==> src/rtl/txp_pkg.sv <==
package txp_pkg;

    typedef enum logic [1:0] {
        ST_WAIT  = 2'd0,
        ST_FETCH = 2'd1,
        ST_XMIT  = 2'd2
    } txp_state_e;

    // Decide whether an accepted completion raises the transmit-done flag.
    function automatic logic txp_flag_cause(
        input logic err,
        input logic last,
        input logic sup_ok_i,
        input logic last_only_i
    );
        logic quiet;
        quiet = sup_ok_i | (last_only_i & ~last);
        return err | ~quiet;
    endfunction

endpackage

==> src/rtl/txp_poll_timer.sv <==
module txp_poll_timer #(
    parameter int TMR_W = 16
) (
    input  logic             clk,
    input  logic             rst_n,
    input  logic             load,
    input  logic             run,
    input  logic [TMR_W-1:0] load_val,
    output logic             expired
);

    localparam logic [TMR_W-1:0] ZERO = '0;
    localparam logic [TMR_W-1:0] ONE  = {{(TMR_W-1){1'b0}}, 1'b1};

    logic [TMR_W-1:0] cnt;

    always_ff @(posedge clk or negedge rst_n) begin
        if (!rst_n) begin
            cnt <= ZERO;
        end else if (load) begin
            cnt <= load_val;
        end else if (run && (cnt != ZERO)) begin
            cnt <= cnt - ONE;
        end
    end

    assign expired = run && (cnt == ZERO);

endmodule

==> src/rtl/txp_seq_fsm.sv <==
module txp_seq_fsm
    import txp_pkg::*;
(
    input  logic clk,
    input  logic rst_n,
    input  logic tmr_expired,
    input  logic rsp_valid,
    input  logic rsp_own,
    input  logic frame_done,
    output logic fetch_req,
    output logic start_pulse,
    output logic busy,
    output logic tmr_load,
    output logic tmr_run,
    output logic done_accept
);

    txp_state_e state_q;
    txp_state_e state_d;

    // State register
    always_ff @(posedge clk or negedge rst_n) begin
        if (!rst_n) begin
            state_q <= ST_WAIT;
        end else begin
            state_q <= state_d;
        end
    end

    // Next-state logic
    always_comb begin
        state_d = state_q;
        unique case (state_q)
            ST_WAIT: begin
                if (tmr_expired) begin
                    state_d = ST_FETCH;          // EXPIRE
                end
            end
            ST_FETCH: begin
                if (rsp_valid && rsp_own) begin
                    state_d = ST_XMIT;           // OWNED
                end else if (rsp_valid) begin
                    state_d = ST_WAIT;           // NOT_OWNED
                end
            end
            ST_XMIT: begin
                if (frame_done) begin
                    state_d = ST_FETCH;          // END_OF_OP
                end
            end
            default: state_d = ST_WAIT;
        endcase
    end

    // Outputs
    always_comb begin
        fetch_req   = 1'b0;
        start_pulse = 1'b0;
        busy        = 1'b0;
        tmr_load    = 1'b0;
        tmr_run     = 1'b0;
        done_accept = 1'b0;
        unique case (state_q)
            ST_WAIT: begin
                tmr_run = 1'b1;
            end
            ST_FETCH: begin
                fetch_req   = 1'b1;
                start_pulse = rsp_valid && rsp_own;
                tmr_load    = rsp_valid && !rsp_own;
            end
            ST_XMIT: begin
                busy        = 1'b1;
                done_accept = frame_done;
            end
            default: begin
                tmr_run = 1'b0;
            end
        endcase
    end

endmodule

==> src/rtl/txp_irq_mod.sv <==
module txp_irq_mod
    import txp_pkg::*;
(
    input  logic clk,
    input  logic rst_n,
    input  logic done_accept,
    input  logic err,
    input  logic last,
    input  logic sup_ok,
    input  logic last_only,
    input  logic clr,
    input  logic ien,
    input  logic mask,
    output logic flag,
    output logic irq
);

    logic set_now;

    assign set_now = done_accept && txp_flag_cause(err, last, sup_ok, last_only);

    always_ff @(posedge clk or negedge rst_n) begin
        if (!rst_n) begin
            flag <= 1'b0;
        end else if (set_now) begin
            flag <= 1'b1;
        end else if (clr) begin
            flag <= 1'b0;
        end
    end

    assign irq = flag && ien && !mask;

endmodule

==> src/rtl/txpoll_irq_ctrl.sv <==
module txpoll_irq_ctrl #(
    parameter int TMR_W = 16
) (
    input  logic             clk,
    input  logic             rst_n,
    input  logic [TMR_W-1:0] poll_interval,
    output logic             desc_fetch_req,
    input  logic             desc_rsp_valid,
    input  logic             desc_rsp_own,
    output logic             xmit_start,
    output logic             tx_busy,
    input  logic             frame_done,
    input  logic             frame_err,
    input  logic             frame_last,
    input  logic             sup_ok,
    input  logic             last_only,
    input  logic             tdone_clr,
    input  logic             irq_global_en,
    input  logic             tdone_mask,
    output logic             tdone_flag,
    output logic             tx_irq
);

    logic tmr_load;
    logic tmr_run;
    logic tmr_expired;
    logic done_accept;

    txp_poll_timer #(.TMR_W(TMR_W)) u_timer (
        .clk      (clk),
        .rst_n    (rst_n),
        .load     (tmr_load),
        .run      (tmr_run),
        .load_val (poll_interval),
        .expired  (tmr_expired)
    );

    txp_seq_fsm u_fsm (
        .clk         (clk),
        .rst_n       (rst_n),
        .tmr_expired (tmr_expired),
        .rsp_valid   (desc_rsp_valid),
        .rsp_own     (desc_rsp_own),
        .frame_done  (frame_done),
        .fetch_req   (desc_fetch_req),
        .start_pulse (xmit_start),
        .busy        (tx_busy),
        .tmr_load    (tmr_load),
        .tmr_run     (tmr_run),
        .done_accept (done_accept)
    );

    txp_irq_mod u_irq (
        .clk         (clk),
        .rst_n       (rst_n),
        .done_accept (done_accept),
        .err         (frame_err),
        .last        (frame_last),
        .sup_ok      (sup_ok),
        .last_only   (last_only),
        .clr         (tdone_clr),
        .ien         (irq_global_en),
        .mask        (tdone_mask),
        .flag        (tdone_flag),
        .irq         (tx_irq)
    );

endmodule

==> config.mk <==
export PLATFORM = sky130hd
export DESIGN_NAME = txpoll_irq_ctrl
export DESIGN_NICKNAME = d
export VERILOG_FILES = /design/src/rtl/txp_pkg.sv /design/src/rtl/txp_poll_timer.sv /design/src/rtl/txp_seq_fsm.sv /design/src/rtl/txp_irq_mod.sv /design/src/rtl/txpoll_irq_ctrl.sv
export SDC_FILE = /design/constraint.sdc
export NUM_CORES = 1
export LEC_CHECK = 0
export ABC_AREA = 1
export BUFFER_PORTS_ARGS = -buffer_cell sky130_fd_sc_hd__buf_2
export CAP_MARGIN = 20
export CORE_UTILIZATION = 45
export DETAILED_ROUTE_END_ITERATION = 7
export PLACE_DENSITY_LB_ADDON = 0.2
export RECOVER_POWER = 50
export SLEW_MARGIN = 30
export SYNTH_ARGS = -nofsm -noshare
export SYNTH_HDL_FRONTEND = slang
export SYNTH_SLANG_ARGS = --single-unit
==> constraint.sdc <==
create_clock -name clk -period 1.34 [get_ports clk]
set_input_delay 0.268 -clock clk [delete_from_list [all_inputs] [get_ports clk]]
set_output_delay 0.268 -clock clk [all_outputs]
set_load 0.03 [all_outputs]
[Word-level counts from Yosys, hierarchy flattened]
Cells that the tools add are included.
Word-level totals
  word-level logic and storage cells: 44
  bits in read-only memories: 0
  register bits: 19
  memories: 0
  output and inout bits: 5
  bits in latches: 0
  bits of input ports: 28
  memory bits (writable): 0
Cells by class
  equality and inequality tests: 5
  shift-type cells: 0
  $lt $le $gt $ge: 0
  div/mod/pow operators: 0
  reduce and logical (&&, ||, !) cells: 15
  $add $sub $neg: 1
  muxes and demuxes: 15
  multiply operators: 0
  bitwise operators: 5
Operators with widths (count)
  16-bit 2-to-1 mux: 2
  16-bit logical NOT: 1
  16-bit nonzero test: 1
  16-bit by 1-bit subtractor with 16-bit output, second input constant: 1
  1-bit 2-to-1 mux: 8
  2-bit 2-to-1 mux: 4
  1-bit logical AND: 7
  2-bit one-hot mux with 3 select lines: 1
  2-bit inequality test, second input constant: 2
  2-bit nonzero test: 2
  3-bit by 2-bit inequality test with 1-bit output, second input constant: 1
  3-bit AND reduction: 1
  2-bit by 1-bit == test with 1-bit output, second input constant: 1
  2-bit == test, second input constant: 1
  1-bit logical NOT: 2
  2-bit logical NOT: 1
  1-bit NOT: 2
  1-bit OR: 2
  1-bit bitwise AND: 1

[Logic depth before layout (Yosys ltp)]
  word-level depth: 7
  mapped depth: 11
  gate-level depth less buffers: 11

[By module]
Synthesis repeated with hierarchy kept, for this count alone.
Second synthesis, totals
  cells, all modules: 223
  area, all modules: 1397.6 µm²
By module, submodules not included
  txp_poll_timer: instances 1, area an instance 1187.4 µm², sequential area each 400.4 µm², cells an instance 189
  txp_seq_fsm: instances 1, area an instance 140.1 µm², sequential area each 50.0 µm², cells an instance 21
  txp_irq_mod: instances 1, area an instance 70.1 µm², sequential area each 25.0 µm², cells an instance 13

[Worst setup path after synthesis]
No wires, ideal clock.
  path kind: register -> register
  start: register u_timer.cnt[0]
  end: register u_timer.cnt[6]
  data required time: 1.219 ns
  slack: -0.144 ns
  library setup time: 0.121 ns
  path buffers: 1
  period minus slack after synthesis: 1.484 ns
  arrival time: 1.364 ns
  stages on the path, launching flop included: 12
  path through: dfrtp_1 -> inv_1 -> ha_1 -> nand2_2 -> nor2_4 -> nand2_2 -> nand2_4 -> nand2_4 -> clkinv_2 -> buf_6 -> nand2_1 -> o21ai_2
On the way
  cells in the longest elaborated chain, start to end: 3
  elaborated cells between the ends (all ways): 6
  those cells by class: add/sub (1); mux (2); reduce/logical (3)
RTL lines
  start, declared: RTL line txp_poll_timer.sv:15  | logic [TMR_W-1:0] cnt;
  start signal, assigned: RTL line txp_poll_timer.sv:21  | cnt <= load_val;
  start signal, assigned: RTL line txp_poll_timer.sv:23  | cnt <= cnt - ONE;
  16-bit by 1-bit subtractor with 16-bit output / 16-bit nonzero test (equally long branches): RTL line txp_poll_timer.sv:23, txp_poll_timer.sv:22
  16-bit 2-to-1 mux / 1-bit logical AND (equally long branches): RTL line txp_poll_timer.sv:22  | end else if (run && (cnt != ZERO)) begin
  16-bit 2-to-1 mux / 2-bit nonzero test (equally long branches)
Parallel ways exist; a longest one is shown, timed or not. The select of a mux whose other input is x is not followed.
A chain may end at the register's enable or synchronous reset.

[Worst setup path after layout]
  start: register u_timer.cnt[6]
  end: register u_timer.cnt[0]
On the way
  cells in the longest elaborated chain, start to end: 3
RTL lines (RTL line)
  16-bit nonzero test: txp_poll_timer.sv:22
  1-bit logical AND: txp_poll_timer.sv:22
  2-bit nonzero test (no line)
No other way between the ends.

==> summary.txt <==
Outcome
  – Status: complete, but fails checks
  – Failing checks: negative setup slack

Clock tree
  – CTS tree: yes
  – TritonCTS Buffers: 3
  – Reg clk slew, reported paths: ~0.12 ns
  – Clock Latency Late Sink: 0.32 ns
  – Root buf cell: clkbuf_4
  – Clock Sinks: 19
  – CTS Buffer Depth: 2
  – H-tree level count: 1

Final layout
  – Area Growth Syn to Fin: 70.9%
  – Most frequent cells in the layout: nand2_1, buf_4, buf_2
  – Sequential standard cell area: approximately 480 um2
  – Final net count: 349
  – Commonest non-fill, non-tap cell in the layout: nand2_1
  – Layout cells sized above 1: 0.492
  – FILL cells: between 200 and 250
  – Multi-input combinational cell area: between 1000 and 1500 um2
  – ANT cells: 0

Logic synthesis
  – Synth Area per Inst: between 6 and 7 um2
  – Synth Warn #: 0
  – Post-synthesis register bit count: 19
  – Yosys top cell area share: 0.329
  – Synth top area cells: dfrtp_1, nand2_1, nor2_1
  – Cell taking the most area after synthesis: dfrtp_1
  – Synth Net Count: 258
  – Sequential element share of the synthesized area: 0.329
  – Area of the mapped netlist: between 1000 and 1500 um2
  – Syn Inst Count: ~230
  – Unique masters post-synth: 26

STA
  – Setup-failing EPs final: 20
  – Hold Vio Cnt, Final: 0
  – Relative slew margins: 0.665
  – Fin Clk Skew: 0.00506 ns
  – Measured slew at the worst slew-check pin: around 0.5 ns
  – Worst setup margin: -0.216 ns
  – Final period utilization: 1.16
  – RSZ-0062 raised after global routing: true
  – Final setup TNS: -2.79 ns
  – Final worst path period need: 1.56 ns
  – Fmax: ~640 MHz
  – Fin. max-slew vios: 0

Floorplan
  – # rows: 20
  – I/O pin cnt: 33
  – Die Y: ~60 um
  – Chip width: 58.6 um
  – Core Area: just over 3000 um2
  – Initial Utilization: 0.473
  – DIE AREA: roughly 3400 um2

Setup path
  – Worst EP arrival: approximately 1.8 ns
  – Startpoint Class: flip-flop
  – Worst endpoint required time: approximately 1.6 ns
  – CP max FO: 5
  – CP Class: flip-flop to flip-flop
  – Worst Setup End Kind: flip-flop

Hold path
  – Hold/Removal Path Class: input port to flip-flop

Job
  – Max-cap viol count: 0

GRT
  – Pin count of the biggest net entering global routing: 20
  – Vias in the first global route: around 1700
  – Initial antenna violation count: 0
  – Global-route wire length before repair: 7190 um
  – GR Overflow Total: 0
  – All-layer global routing usage: 0.275

Power
  – Worst vdd ir: about 0.35 mV
  – Pwr dens: 390 nW/um2
  – Total Power: roughly 0.00096 W
  – Pleak: about 1.3 nW

Detailed routing
  – Number of remaining DRC errors: 0
  – Drt total wl: approximately 5300 um
  – DRT iter0 DRCs: 117
  – Via density: between 5 and 6
  – Drt wl/cell: approximately 15 um
  – ANT nets after route: 0
  – 1st-pass router iterations: 7
  – Via count: about 1900

Place
  – PortBufs: 32
  – Placer Congestion: 0.903
  – HPWL after DPL: 2820 um
==> cell usage after synthesis (all sizes together) <==
| cell | instances |
|---|---|
| a21boi | 1 |
| a21oi | 3 |
| buf | 4 |
| clkbuf | 1 |
| clkinv | 1 |
| dfrtp | 19 |
| ha | 1 |
| inv | 30 |
| mux2i | 1 |
| nand2 | 84 |
| nand3 | 22 |
| nand4 | 3 |
| nor2 | 38 |
| nor3 | 1 |
| o211ai | 3 |
| o21ai | 15 |
| or2 | 1 |
| xor2 | 1 |
==> through the flow <==
step           worst slack [ns]  cells  hold WS (ns)  utilization  area [um2]
2_1_floorplan           -0.0417    229       -0.0276            -        1490
3_3_place_gp            -0.0980    335         0.239        0.634        1930
3_5_place_dp             -0.126    335         0.239        0.634        1930
4_1_cts                  -0.181    352         0.125        0.741        2260
5_1_grt                  -0.311    363         0.114        0.808        2470
6_report                 -0.216    363         0.117        0.808        2470
==> critical path, cell delays in order (launching register included) <==
cell	delay [ns]
dfrtp_1	0.46
nor2_1	0.16
nand2_2	0.11
nor2_4	0.13
nand2_2	0.08
nand2_4	0.09
buf_4	0.15
nor2_1	0.06
a21oi_2	0.13
nand2_1	0.08
==> registers in the layout, indices dropped and copies added (netlist names) <==
register,flops
u_fsm.state_q,2
u_timer.cnt,16
u_irq.flag,1
==> kinds of logic (layout without fill, tap and decap cells) <==
logic type / Yosys count / count (layout) / share of synthesized area
AO/OA/AOI/OAI: 22 / 22 / 0.0884
XOR/XNOR: 1 / 1 / 0.00607
adder cells (fa/ha/maj): 1 / 1 / 0.00866
buffers and inverters: 36 / 124 / 0.108
flip-flops: 19 / 19 / 0.329
multiplexers: 1 / 1 / 0.00693
AND/OR/NAND/NOR: 149 / 151 / 0.452
==> power breakdown <==
part / total (W) / internal [W] / switching [W] / leakage (nW)
registers: 0.000573 / 0.000573 / 0.0000000000000000000512 / 0.238
logic: 0.0000610 / 0.0000312 / 0.0000298 / 1.02
clock network: 0.000327 / 0.000117 / 0.000211 / 0.0150
==> per-layer routing <==
layer | vias to the layer above | track usage | share of wire | routed length [um]
li1 | 900 | - | - | -
met1 | 881 | 0.338 | 0.38 | 2050
met2 | 95 | 0.489 | 0.50 | 2660
met3 | 27 | 0.0462 | 0.068 | 361
met4 | 0 | 0.0884 | 0.049 | 263
met5 | - | 0 | 0 | 0
==> repair_timing <==
item	4_1_cts	5_1_grt
endpoints found under the setup margin	19	21
setup buffers	9	13
endpoints found under the hold margin	19	0
gates cloned	3	0
hold buffers	1	0
pin swaps	12	23
resized for setup	48	34
==> area by class of cell <==
class	instances	area share
timing repair buffer	88	0.271
tap	44	0.0223
sequential	19	0.194
inverter	31	0.0543
timing repair inverter	1	0.00659
clock buffer	4	0.0106
multi-input combinational	176	0.441
==> path summary, 6_finish.rpt <==
| check | from | end | slack [ns] | cells past startpoint |
|---|---|---|---|---|
| min in group asynchronous | rst_n | u_timer.cnt[5] | 0.42 | 2 |
| min reg2reg | u_timer.cnt[7] | u_timer.cnt[7] | 0.57 | 2 |
| max | u_timer.cnt[6] | u_timer.cnt[0] | -0.22 | 9 |
| max in group asynchronous | rst_n | u_timer.cnt[3] | 0.56 | 2 |
| max reg2reg | u_timer.cnt[6] | u_timer.cnt[0] | -0.22 | 9 |
| min | tdone_clr | u_irq.flag | 0.12 | 2 |
Note: power is estimated with default switching activity, not from simulation.
